## config.mk

```make
export PLATFORM = sky130hd
export DESIGN_NAME = pwm6_top
export DESIGN_NICKNAME = d
export VERILOG_FILES = /design/src/rtl/pwm6_pkg.sv /design/src/rtl/pwm6_regs.sv /design/src/rtl/pwm6_channel.sv /design/src/rtl/pwm6_top.sv
export SDC_FILE = /design/constraint.sdc
export NUM_CORES = 1
export LEC_CHECK = 0
export ABC_AREA = 1
export BUFFER_PORTS_ARGS = -buffer_cell sky130_fd_sc_hd__buf_2
export CAP_MARGIN = 20
export CORE_UTILIZATION = 51
export DETAILED_ROUTE_END_ITERATION = 6
export GPL_TIMING_DRIVEN = 0
export PLACE_DENSITY = 0.78
export SETUP_SLACK_MARGIN = 0.4
export SLEW_MARGIN = 40
export SYNTH_ARGS = -nofsm -noshare
export SYNTH_HDL_FRONTEND = slang
export SYNTH_HIERARCHICAL = 1
export SYNTH_SLANG_ARGS = --single-unit
```

## constraint.sdc

```tcl
create_clock -name clk -period 3.6 [get_ports clk]
set_clock_uncertainty 0.15 [all_clocks]
set_input_delay 0.18 -clock clk [delete_from_list [all_inputs] [get_ports clk]]
set_output_delay 0.18 -clock clk [all_outputs]
set_load 0.01 [all_outputs]
```

## src/rtl/pwm6_pkg.sv

```systemverilog
package pwm6_pkg;
  localparam int ADDR_W = 3;

  typedef enum logic [ADDR_W-1:0] {
    A_ENABLE  = 3'd0,
    A_POLAR   = 3'd1,
    A_SELECT  = 3'd2,
    A_PERIOD  = 3'd3,
    A_DUTY    = 3'd4,
    A_CONTROL = 3'd5
  } reg_addr_e;
endpackage

```

## src/rtl/pwm6_regs.sv

```systemverilog
module pwm6_regs
  import pwm6_pkg::*;
#(
  parameter int NUM_CH = 6,
  parameter int CNT_W  = 8,
  localparam int SEL_W = $clog2(NUM_CH)
) (
  input  logic                          clk,
  input  logic                          rst_n,
  input  logic                          wr_en,
  input  logic [ADDR_W-1:0]             wr_addr,
  input  logic [CNT_W-1:0]              wr_data,
  input  logic [ADDR_W-1:0]             rd_addr,
  output logic [CNT_W-1:0]              rd_data,
  output logic [NUM_CH-1:0]             enable_o,
  output logic [NUM_CH-1:0]             polar_o,
  output logic                          join01_o,
  output logic [NUM_CH-1:0][CNT_W-1:0]  period_o,
  output logic [NUM_CH-1:0][CNT_W-1:0]  duty_o
);
  logic [SEL_W-1:0] sel_q;
  logic             sel_ok;

  assign sel_ok = (32'(sel_q) < NUM_CH);

  always_ff @(posedge clk or negedge rst_n) begin
    if (!rst_n) begin
      enable_o <= '0;
      polar_o  <= '0;
      join01_o <= 1'b0;
      sel_q    <= '0;
      period_o <= '0;
      duty_o   <= '0;
    end else if (wr_en) begin
      case (reg_addr_e'(wr_addr))
        A_ENABLE:  enable_o <= wr_data[NUM_CH-1:0];
        A_POLAR:   polar_o  <= wr_data[NUM_CH-1:0];
        A_SELECT:  sel_q    <= wr_data[SEL_W-1:0];
        A_PERIOD:  if (sel_ok) period_o[sel_q] <= wr_data;
        A_DUTY:    if (sel_ok) duty_o[sel_q]   <= wr_data;
        A_CONTROL: join01_o <= wr_data[0];
        default:   ;
      endcase
    end
  end

  always_comb begin
    rd_data = '0;
    case (reg_addr_e'(rd_addr))
      A_ENABLE:  rd_data[NUM_CH-1:0] = enable_o;
      A_POLAR:   rd_data[NUM_CH-1:0] = polar_o;
      A_SELECT:  rd_data[SEL_W-1:0]  = sel_q;
      A_PERIOD:  if (sel_ok) rd_data = period_o[sel_q];
      A_DUTY:    if (sel_ok) rd_data = duty_o[sel_q];
      A_CONTROL: rd_data[0] = join01_o;
      default:   rd_data = '0;
    endcase
  end

  AST_POL_UPPER_ZERO: assert property (@(posedge clk) disable iff (!rst_n)
    (rd_addr == A_POLAR) |-> (rd_data[CNT_W-1:NUM_CH] == '0));
  AST_JOIN_WRITE: assert property (@(posedge clk) disable iff (!rst_n)
    (wr_en && wr_addr == A_CONTROL) |=> (join01_o == $past(wr_data[0])));
endmodule

```

## src/rtl/pwm6_channel.sv

```systemverilog
module pwm6_channel #(
  parameter int CNT_W = 8
) (
  input  logic             clk,
  input  logic             rst_n,
  input  logic             armed_i,
  input  logic             tick_i,
  input  logic             polar_i,
  input  logic [CNT_W-1:0] period_i,
  input  logic [CNT_W-1:0] duty_i,
  output logic             pwm_o
);
  function automatic logic [CNT_W-1:0] next_count(input logic [CNT_W-1:0] cnt,
                                                  input logic [CNT_W-1:0] per);
    if (per == '0 || cnt >= per - 1'b1) return '0;
    return cnt + 1'b1;
  endfunction

  function automatic logic wave_level(input logic [CNT_W-1:0] cnt,
                                      input logic [CNT_W-1:0] duty,
                                      input logic pol);
    return pol ? (cnt < duty) : !(cnt < duty);
  endfunction

  logic             running_q;
  logic [CNT_W-1:0] cnt_q;
  logic             start_evt;
  logic             step_evt;
  logic             wrap_evt;

  assign start_evt = armed_i && !running_q && tick_i;
  assign step_evt  = armed_i && running_q && tick_i;
  assign wrap_evt  = step_evt && (next_count(cnt_q, period_i) == '0);

  always_ff @(posedge clk or negedge rst_n) begin
    if (!rst_n) begin
      running_q <= 1'b0;
      cnt_q     <= '0;
    end else if (!armed_i) begin
      running_q <= 1'b0;
      cnt_q     <= '0;
    end else if (start_evt) begin
      running_q <= 1'b1;
      cnt_q     <= '0;
    end else if (step_evt) begin
      cnt_q     <= next_count(cnt_q, period_i);
    end
  end

  assign pwm_o = running_q && armed_i && wave_level(cnt_q, duty_i, polar_i);

  AST_WAIT_TICK: assert property (@(posedge clk) disable iff (!rst_n)
    (!running_q && !tick_i) |=> !running_q);
  AST_IDLE_CLEARED: assert property (@(posedge clk) disable iff (!rst_n)
    !armed_i |=> (cnt_q == '0 && !running_q));
  AST_WRAP_ZERO: assert property (@(posedge clk) disable iff (!rst_n)
    (wrap_evt && armed_i) |=> (cnt_q == '0));
  AST_HOLD_NO_TICK: assert property (@(posedge clk) disable iff (!rst_n)
    (armed_i && running_q && !tick_i) |=> $stable(cnt_q));
endmodule

```

## src/rtl/pwm6_top.sv

```systemverilog
module pwm6_top
  import pwm6_pkg::*;
#(
  parameter int NUM_CH = 6,
  parameter int CNT_W  = 8
) (
  input  logic              clk,
  input  logic              rst_n,
  input  logic              wr_en,
  input  logic [ADDR_W-1:0] wr_addr,
  input  logic [CNT_W-1:0]  wr_data,
  input  logic [ADDR_W-1:0] rd_addr,
  output logic [CNT_W-1:0]  rd_data,
  input  logic [NUM_CH-1:0] src_tick,
  output logic [NUM_CH-1:0] pwm_out
);
  logic [NUM_CH-1:0]            enable_w;
  logic [NUM_CH-1:0]            polar_w;
  logic                         join01_w;
  logic [NUM_CH-1:0][CNT_W-1:0] period_w;
  logic [NUM_CH-1:0][CNT_W-1:0] duty_w;
  logic [NUM_CH-1:0]            armed_w;

  pwm6_regs #(.NUM_CH(NUM_CH), .CNT_W(CNT_W)) u_regs (
    .clk(clk), .rst_n(rst_n),
    .wr_en(wr_en), .wr_addr(wr_addr), .wr_data(wr_data),
    .rd_addr(rd_addr), .rd_data(rd_data),
    .enable_o(enable_w), .polar_o(polar_w), .join01_o(join01_w),
    .period_o(period_w), .duty_o(duty_w)
  );

  assign armed_w = enable_w & ~{{(NUM_CH-1){1'b0}}, join01_w};

  for (genvar g = 0; g < NUM_CH; g++) begin : g_ch
    pwm6_channel #(.CNT_W(CNT_W)) u_ch (
      .clk(clk), .rst_n(rst_n),
      .armed_i(armed_w[g]), .tick_i(src_tick[g]),
      .polar_i(polar_w[g]), .period_i(period_w[g]), .duty_i(duty_w[g]),
      .pwm_o(pwm_out[g])
    );
  end

  AST_JOIN_MASKS_CH0: assert property (@(posedge clk) disable iff (!rst_n)
    join01_w |-> !pwm_out[0]);
  AST_DISABLED_QUIET: assert property (@(posedge clk) disable iff (!rst_n)
    $fell(enable_w[1]) |-> !pwm_out[1]);
endmodule

```

==> flow_summary_export.csv, run 1 <==
group,metric,value,unit
logic_synthesis,synth.most_common_cell,"nand2_1",
global_routing,grt_pass1_vias,9996,
clock_tree,cts_tree,"built",
setup_path,worstPathArrival,2.28,ns
logic_synthesis,synth_area_per_cell,7.301,um2
detailed_routing,wl_per_cell,16.35,um
floorplan,die_y,152.4,um
clock_tree,numCtsBuffers,17,
power,power.total,6.788,mW
power,switchingPower,2.603,mW
logic_synthesis,netlist.area_leader.share,36.01,%
floorplan,die-area,23220,um2
timing,fin_crit_sh,72.46,%
clock_tree,clockBufferDepth,2,
cells_and_area,diodes,0,
cells_and_area,final_cells,1940,
detailed_routing,ant_nets,0,
placed_design,io_buffers,36,
logic_synthesis,ys_seq_area_share,36.01,%
placed_design,hpwlAfterDp,23870,um
timing,layout_min_cycle_time,2.608,ns
detailed_routing,vias_per_cell,5.410,
timing,setup_violations,0,
setup_path,path_max_fanout,10,
floorplan,coreArea,22030,um2
run,drv_cap,0,
clock_tree,clockRootBuffer,"clkbuf_16",
logic_synthesis,synthTopCellsByArea,"dfrtp_1, nand2_1, ha_1",
power,power_density,527.3,nW/um2
cells_and_area,nNetsFinal,1779,
clock_tree,cts-htree-levels,4,
cells_and_area,drive_above_1_share,11.81,%
power,p_leak,6.635,nW
global_routing,grt_max_degree,73,
timing,hold_violations,0,
placed_design,pre_cts_slack,1.044,ns
timing,worst_pin_slew,0.9239,ns
power,clockPowerShare,28.8,%
logic_synthesis,ys_warn_count,6,
power,ir_drop,282.9,uV
clock_tree,cts_sinks,166,
setup_path,crit_required,3.27,ns
clock_tree,clk_pin_slew,0.06,ns
logic_synthesis,synthArstFlopShare,100.0,%
clock_tree,clk_latency,0.43,ns
timing,rsz0062_at_grt,"false",
outcome,status,"finished, final reports clean",
timing,timing.fmax,383.4,MHz
timing,tns,0,ns
floorplan,start_util,52.37,%
logic_synthesis,syn_area,11530,um2
detailed_routing,drt-total-wl,31730,um
floorplan,die_w,152.4,um
detailed_routing,drc,0,
logic_synthesis,yosys-top-cells-count,"nand2_1, inv_1, dfrtp_1",
power,switching_share,38.35,%
logic_synthesis,syn_inst,1580,
timing,worst_slack,0.9915,ns
global_routing,grt_pass1_wl,51960,um
placed_design,dp_cells,1898,
setup_path,start_kind,"flop",
setup_path,end_kind,"output port",
global_routing,antenna_found_initial,0,
timing,slew_headroom,38.41,%
cells_and_area,synthToLayoutAreaGrowth,11.60,%
detailed_routing,drt_first_pass_iters,5,
logic_synthesis,synth_top_cell_by_area,"dfrtp_1",
power,power_frac_comb,34.0,%
logic_synthesis,syn-num-nets,1711,
placed_design,gp_congestion,0.9651,
detailed_routing,via_count,10500,
global_routing,gr-usage-all-layers,28.51,%
power,seqPwrFrac,37.2,%
hold_path,hold_path_class,"input pin to flop",
logic_synthesis,ys_seq_elements,166,
timing,drv_slew,0,
logic_synthesis,ys_types,34,
floorplan,num_io_pins,37,
logic_synthesis,synth_edf_count,0,
power,p_int,4.184,mW
setup_path,crit_type,"flop to output port",
floorplan,rows,54,
detailed_routing,drt-initial-drc-count,800,
global_routing,gr-total-overflow,0,
logic_synthesis,synth_flop_cell,"dfrtp_1",
==> what timing repair did <==
item                      in CTS  in global routing
hold endpoints to repair     143                  0
gates resized for setup        0                  0
buffers inserted               0                  0
hold buffers                  11                  0
==> power by group through the flow <==
stage          sequential, mW  combinational [mW]  clock (mW)
3_3_place_gp             2.53                2.17           0
2_1_floorplan            2.40                1.74           0
5_1_grt                  2.57                2.66        2.05
6_report                 2.53                2.31        1.95
3_5_place_dp             2.54                2.28           0
4_1_cts                  2.51                2.31        1.98
==> placed cells by master (no fill, tap or decap), types with 19 or more instances in the layout <==
| cell | netlist | layout |
|---|---|---|
| o21ai_0 | 127 | 127 |
| nor2_1 | 78 | 78 |
| o21ai_2 | 41 | 41 |
| inv_2 | 29 | 29 |
| dfrtp_1 | 166 | 166 |
| clkbuf_1 | 20 | 22 |
| inv_1 | 175 | 175 |
| ha_1 | 108 | 108 |
| a21oi_1 | 33 | 33 |
| nand2_1 | 549 | 549 |
| xor2_1 | 35 | 35 |
| xnor2_1 | 19 | 19 |
| buf_2 | 13 | 48 |
| nor3_1 | 27 | 25 |
| nand3_1 | 69 | 69 |
==> final cells by class <==
class	instances	area (um2)
Buffer	35	147.6
Clock buffer	20	446.7
Clock inverter	11	175.2
Fill cell	2020	9154
Inverter	207	779.5
Multi-Input combinational cell	1172	6464
Sequential cell	166	4154
Tap cell	280	350.3
Timing Repair Buffer	49	355.3
==> metal layers <==
layer	track usage, %	vias to the layer above	wire [um]
li1	-	5183	-
met1	37.17	4957	14060
met2	47.86	301	14950
met3	4.807	54	1768
met4	9.961	0	946
met5	0	-	0
==> logic make-up after synthesis <==
logic type | count (synthesis) | share of synthesized area, %
flip-flops | 166 | 36.01
AND/OR/NAND/NOR | 777 | 28.22
buffers and inverters | 242 | 8.038
XOR/XNOR | 54 | 4.100
AO/OA/AOI/OAI | 233 | 11.91
adder cells (fa/ha/maj) | 108 | 11.71
==> path summary, 6_finish.rpt <==
path	startpoint	slack, ns	cells after the start	end
worst max-delay path	u_regs/sel_q[0]	0.99	11	rd_data[3]
worst min-delay path	wr_data[5]	0.04	3	u_regs/period_o[21]
max in group asynchronous	rst_n	2.25	4	u_regs/duty_o[39]
min in group asynchronous	rst_n	0.08	2	g_ch[0].u_ch/cnt_q[3]
worst min register to register	u_regs/duty_o[26]	0.37	2	u_regs/duty_o[26]
worst max register to register	u_regs/sel_q[1]	1.07	8	u_regs/period_o[39]
==> sequential cells by signal, indices dropped and copies added (netlist names) <==
| register | flops |
|---|---|
| u_regs/sel_q | 3 |
| u_regs/period_o | 48 |
| u_regs/join01_o | 1 |
| u_regs/duty_o | 48 |
| u_regs/polar_o | 6 |
| g_ch.u_ch/running_q | 6 |
| g_ch.u_ch/cnt_q | 48 |
| u_regs/enable_o | 6 |
==> critical path, cell delays in order, from the launching register on <==
cell	delay (ns)
dfrtp_1	0.42
clkinv_1	0.21
clkbuf_1	0.39
nand2_1	0.13
nand2_1	0.10
nand2_1	0.05
nand2_1	0.12
nand2_1	0.06
nand2_1	0.07
nand2_1	0.05
nand3_1	0.12
buf_2	0.14
==> stage by stage <==
step / hold slack [ns] / utilization (%) / instance area [um2]
finish: 0.04355 / 58.44 / 12870
global route: 0.06308 / 58.44 / 12870
CTS: 0.02173 / 58.42 / 12870
detailed placement: -0.05610 / 55.10 / 12140
global placement: 0.3287 / 54.78 / 12070
floorplan: -0.2656 / - / 11530
Note: power is estimated with default switching activity, not from simulation.
==> run 2: changes to the inputs <==
==> constraint.sdc (replaced) <==
create_clock -name clk -period 2.5 [get_ports clk]
set_clock_uncertainty 0.15 [all_clocks]
set_input_delay 0.125 -clock clk [delete_from_list [all_inputs] [get_ports clk]]
set_output_delay 0.125 -clock clk [all_outputs]
set_load 0.01 [all_outputs]
==> run 2 against run 1 <==
  * The flow now finishes with violations (DRC)
  * Worst hold slack lost 0.0097 ns
  * Clock-buffer cell count shrank 2
  * Cell area grew 20%
  * Sequential power grew 44%
  * Register-to-register slack lost 0.98 ns
  * Largest power group is now combinational logic
  * Highest routed layer unchanged
==> flow_summary_export.csv, run 2 (synthesized netlist as in run 1, its figures left out) <==
group,metric,value,unit
floorplan,die-area,23220,um2
detailed_routing,wl_met1,14820,um
detailed_routing,ant_nets,0,
setup_path,crit_required,2.70,ns
timing,holdWs,0.03387,ns
timing,setup_violations,0,
power,clockPowerShare,23.3,%
cells_and_area,final_cell_mix,"nand2_1, buf_4, inv_1",
global_routing,antenna_found_initial,0,
cells_and_area,final_common_cell,"nand2_1",
setup_path,end_kind,"flop",
clock_tree,clk_latency,0.43,ns
power,power.total,11.84,mW
timing,hold_violations,0,
cells_and_area,synthToLayoutAreaGrowth,33.75,%
timing,timing.fmax,414.1,MHz
detailed_routing,drt-total-wl,38290,um
setup_path,start_kind,"flop",
timing,tns,0,ns
detailed_routing,highest_layer,"met4",
detailed_routing,vias_per_cell,5.552,
detailed_routing,drc,1,
global_routing,gr-usage-all-layers,31.47,%
detailed_routing,drt_first_pass_iters,7,
detailed_routing,route.met3.wl,2940,um
clock_tree,clockRootBuffer,"clkbuf_16",
setup_path,path_max_fanout,8,
placed_design,io_buffers,36,
cells_and_area,fin_area,15430,um2
power,ir_drop,457.3,uV
detailed_routing,via_count,11790,
run,drv_cap,0,
timing,rsz0062_at_grt,"true",
detailed_routing,dr_wl_met2,18330,um
floorplan,rows,54,
clock_tree,clockBufferDepth,2,
cells_and_area,drive_above_1_share,32.66,%
clock_tree,clk_pin_slew,0.07,ns
timing,worst_pin_slew,0.9300,ns
placed_design,postPlaceCellArea,12270,um2
outcome,violations,"DRC",
floorplan,die_w,152.4,um
cells_and_area,nNetsFinal,1962,
floorplan,coreArea,22030,um2
power,switching_share,39.74,%
floorplan,num_io_pins,37,
cells_and_area,final_util,70.04,%
power,p_leak,7.726,nW
cells_and_area,top_regs,"g_ch.u_ch/cnt_q (48), u_regs/duty_o (48), u_regs/period_o (48)",
placed_design,hpwlAfterDp,23920,um
floorplan,start_util,52.37,%
clock_tree,cts_tree,"built",
setup_path,worstPathArrival,2.62,ns
floorplan,die_y,152.4,um
clock_tree,numCtsBuffers,17,
global_routing,grt_pass1_vias,11230,
cells_and_area,fillers,1624,
power,seqPwrFrac,30.7,%
power,p_int,7.137,mW
power,power_density,767.7,nW/um2
timing,slew_headroom,38.00,%
cells_and_area,diodes,0,
placed_design,gp_congestion,0.9384,
timing,fin_crit_sh,96.60,%
hold_path,hold_path_class,"input pin to flop",
timing,layout_min_cycle_time,2.415,ns
power,power_frac_comb,46.0,%
timing,drv_slew,0,
detailed_routing,wl_per_cell,18.04,um
clock_tree,cts_sinks,166,
power,switchingPower,4.707,mW
clock_tree,cts-htree-levels,4,
global_routing,grt_max_degree,77,
global_routing,gr-total-overflow,0,
detailed_routing,drt-initial-drc-count,1149,
outcome,status,"complete, but fails checks",
global_routing,grt_pass1_wl,57270,um
setup_path,crit_type,"flop to flop",
[run 2: stage by stage]
step | instances | worst slack [ns]
after floorplan | 1580 | 0.3915
after global placement | 1896 | -1.428
after detailed placement | 1898 | 0.09480
after CTS | 2066 | 0.2033
after global routing | 2123 | -0.002359
final | 2123 | 0.08501
[run 2: cell type report]
class                           count  area, um2  area share (%)
Multi-Input combinational cell   1172       7388           47.89
Sequential cell                   166       4203           27.24
Timing Repair Buffer              231       1815           11.77
Inverter                          207      794.5           5.150
Clock buffer                       18      439.2           2.847
Tap cell                          280      350.3           2.271
Buffer                             35      260.3           1.687
Clock inverter                     13      171.4           1.111
Timing Repair inverter              1      5.005         0.03244
[run 2: path summary, 6_finish.rpt]
check / slack, ns / depth (start not counted) / start / end
max in group asynchronous: 0.89 / 3 / rst_n / u_regs/period_o[26]
min in group asynchronous: 0.14 / 3 / rst_n / g_ch[0].u_ch/cnt_q[2]
min reg2reg: 0.39 / 2 / g_ch[3].u_ch/running_q / g_ch[3].u_ch/running_q
min: 0.03 / 3 / wr_data[4] / u_regs/period_o[28]
max reg2reg: 0.09 / 12 / u_regs/period_o[35] / g_ch[4].u_ch/cnt_q[1]
max: 0.09 / 12 / u_regs/period_o[35] / g_ch[4].u_ch/cnt_q[1]
[run 2: worst max-delay path, stage by stage (launching register included)]
cell and delay, ns:
dfrtp_1 0.43, inv_1 0.16, nand4_1 0.18, nor3_2 0.25
xnor2_1 0.17, ha_1 0.29, nand2_2 0.10, inv_2 0.04
nand2_2 0.06, nand3_2 0.09, nor2_4 0.14, nand2_4 0.11
o21ai_2 0.16
[run 2: repair_timing]
item,CTS,global route
cloned,3,0
resized for setup,148,138
hold endpoints to repair,232,0
endpoints found under the setup margin,150,80
buffers inserted,119,57
hold buffers,15,0
pin swaps,55,99
[run 2: power by group through the flow]
stage               clock network, mW  logic (mW)  registers [mW]
floorplan                           0        2.59            3.46
CTS                              2.78        4.46            3.58
finish                           2.76        5.45            3.64
detailed placement                  0        3.37            3.67
global placement                    0        3.22            3.65
global route                     2.90        5.99            3.67
[run 2: routing by layer]
metal	up-vias	track usage, %
met1	5569	39.37
met2	538	52.29
met5	-	0
li1	5529	-
met4	0	15.31
met3	151	6.030
==> run 3: changes to the inputs <==
--- a/config.mk
+++ b/config.mk
@@ -8,6 +8,7 @@
 export ABC_AREA = 1
 export BUFFER_PORTS_ARGS = -buffer_cell sky130_fd_sc_hd__buf_2
 export CAP_MARGIN = 20
+export CORE_ASPECT_RATIO = 1.75
 export CORE_UTILIZATION = 51
 export DETAILED_ROUTE_END_ITERATION = 6
 export GPL_TIMING_DRIVEN = 0
==> run 3 against run 2 <==
  * The run now ends clean
  * Largest power group unchanged
  * Flip-flop and latch count unchanged
  * Combinational power up 4.0%
  * Die area up 0.10%
  * Critical endpoint is now g_ch[2].u_ch/cnt_q[6]
  * Via count down 0.25%
  * Utilization up 0.85 points
  * Largest cell class unchanged
==> flow_summary_export.csv, run 3 (synthesized netlist as in run 1, its figures left out) <==
group,metric,value,unit
clock_tree,cts-htree-levels,4,
hold_path,hold_path_class,"input pin to flop",
timing,worst_pin_slew,0.9537,ns
timing,tns,0,ns
cells_and_area,multiInputGateArea,7641,um2
clock_tree,cts_sinks,166,
clock_tree,clockRootBuffer,"clkbuf_16",
setup_path,rr_worst_depth,14,
placed_design,dp_cells,1914,
clock_tree,clockBufferDepth,2,
cells_and_area,final_cell_mix,"nand2_1, buf_4, inv_1",
placed_design,hpwlAfterDp,25290,um
cells_and_area,top_regs,"g_ch.u_ch/cnt_q (48), u_regs/duty_o (48), u_regs/period_o (48)",
timing,layout_min_cycle_time,2.428,ns
detailed_routing,drt_first_pass_iters,7,
power,p_leak,7.857,nW
global_routing,gr-total-overflow,0,
outcome,status,"finished, final reports clean",
global_routing,grt_pass1_wl,58890,um
detailed_routing,wl_per_cell,18.53,um
floorplan,rows,72,
cells_and_area,regArea,4199,um2
placed_design,gp_congestion,1.036,
cells_and_area,fillers,1595,
cells_and_area,final_cells,2133,
floorplan,start_util,52.05,%
detailed_routing,vias_per_cell,5.512,
cells_and_area,drive_above_1_share,35.11,%
power,power_density,765.5,nW/um2
timing,slew_headroom,36.42,%
setup_path,worstPathArrival,2.66,ns
floorplan,num_io_pins,37,
clock_tree,cts_tree,"built",
detailed_routing,drt-total-wl,39530,um
timing,setup_violations,0,
detailed_routing,via_count,11760,
cells_and_area,nNetsFinal,1955,
floorplan,coreArea,22160,um2
global_routing,antenna_found_initial,0,
timing,holdWs,0.04940,ns
setup_path,path_max_fanout,8,
detailed_routing,drt-initial-drc-count,952,
hold_path,hold_path_depth,3,
cells_and_area,diodes,0,
global_routing,grt_pass1_vias,11540,
floorplan,die_w,115.7,um
run,drv_cap,0,
timing,drv_slew,0,
global_routing,gr-usage-all-layers,33.89,%
cells_and_area,synthToLayoutAreaGrowth,36.20,%
clock_tree,clk_latency,0.46,ns
global_routing,grt_max_degree,76,
timing,timing.fmax,411.8,MHz
setup_path,start_kind,"flop",
setup_path,crit_type,"flop to flop",
floorplan,die-area,23250,um2
floorplan,die_y,200.9,um
clock_tree,clk_pin_slew,0.07,ns
timing,rsz0062_at_grt,"true",
cells_and_area,final_common_cell,"nand2_1",
clock_tree,numCtsBuffers,17,
setup_path,crit_required,2.73,ns
detailed_routing,drc,0,
detailed_routing,ant_nets,0,
setup_path,end_kind,"flop",
timing,fin_crit_sh,97.14,%
placed_design,io_buffers,36,
timing,hold_violations,0,
power,ir_drop,469.2,uV
power,power.total,12.03,mW
[run 3: cell types whose count changed in the layout (fill, tap and decap cells not counted), sizes merged]
cell | before | now
clkbuf | 37 | 40
buf | 232 | 223
dlygate4sd3 | 15 | 19
bufinv | 3 | 2
clkinv | 5 | 10
inv | 209 | 205
clkinvlp | 4 | 0
[run 3: cell type report]
class	count	share of cell area, %
multi-input combinational	1172	48.64
timing repair buffer	225	11.56
inverter	207	5.041
buffer	35	1.880
sequential	166	26.73
tap	296	2.357
clock buffer	22	3.018
clock inverter	10	0.7805
[run 3: worst max-delay path, cell delays in order (launching register included)]
cell	delay [ns]
dfrtp_2	0.43
inv_2	0.08
ha_4	0.14
nand3_4	0.09
nor3_4	0.19
xor2_2	0.18
inv_1	0.07
ha_1	0.31
nand2_2	0.10
inv_2	0.05
nand3_1	0.09
o21ai_2	0.09
nor2_4	0.11
nand2_4	0.11
o21ai_2	0.15
[run 3: final timing paths]
check                                    start  slack, ns                    end
hold / removal                      wr_data[0]       0.05     u_regs/period_o[8]
max in group asynchronous                rst_n       1.60  g_ch[2].u_ch/cnt_q[5]
setup reg to reg           u_regs/period_o[17]       0.07  g_ch[2].u_ch/cnt_q[6]
min in group asynchronous                rst_n       0.13  g_ch[1].u_ch/cnt_q[4]
setup / recovery           u_regs/period_o[17]       0.07  g_ch[2].u_ch/cnt_q[6]
hold reg to reg              u_regs/duty_o[26]       0.38      u_regs/duty_o[26]
[run 3: per-layer routing]
layer | global-route usage (%) | part of all wire, % | vias to the layer above
met2 | 56.63 | 49 | 491
met3 | 7.729 | 5.3 | 217
li1 | - | - | 5527
met5 | 0 | 0 | -
met4 | 31.14 | 10 | 0
met1 | 34.20 | 35 | 5522
[run 3: timing repair]
item,CTS,global route
setup buffers,110,52
hold endpoints to repair,241,0
cloned,5,0
resized for setup,193,192
hold buffers,20,0
pin swaps,88,136
setup endpoints to repair,131,109
[run 3: per-stage QoR]
stage	utilization, %	area [um2]	worst slack [ns]
floorplan	-	11670	0.3915
global placement	55.14	12220	-1.371
detailed placement	55.46	12290	0.08574
CTS	66.12	14650	0.1791
global route	70.89	15710	-0.02647
finish	70.89	15710	0.07162
[run 3: power by group]
group          switching, mW  total, mW  internal, mW  leakage, nW
Clock                   1.15       2.70          1.55        0.294
Sequential             0.557       3.65          3.09         2.17
Combinational           3.20       5.67          2.48         5.39
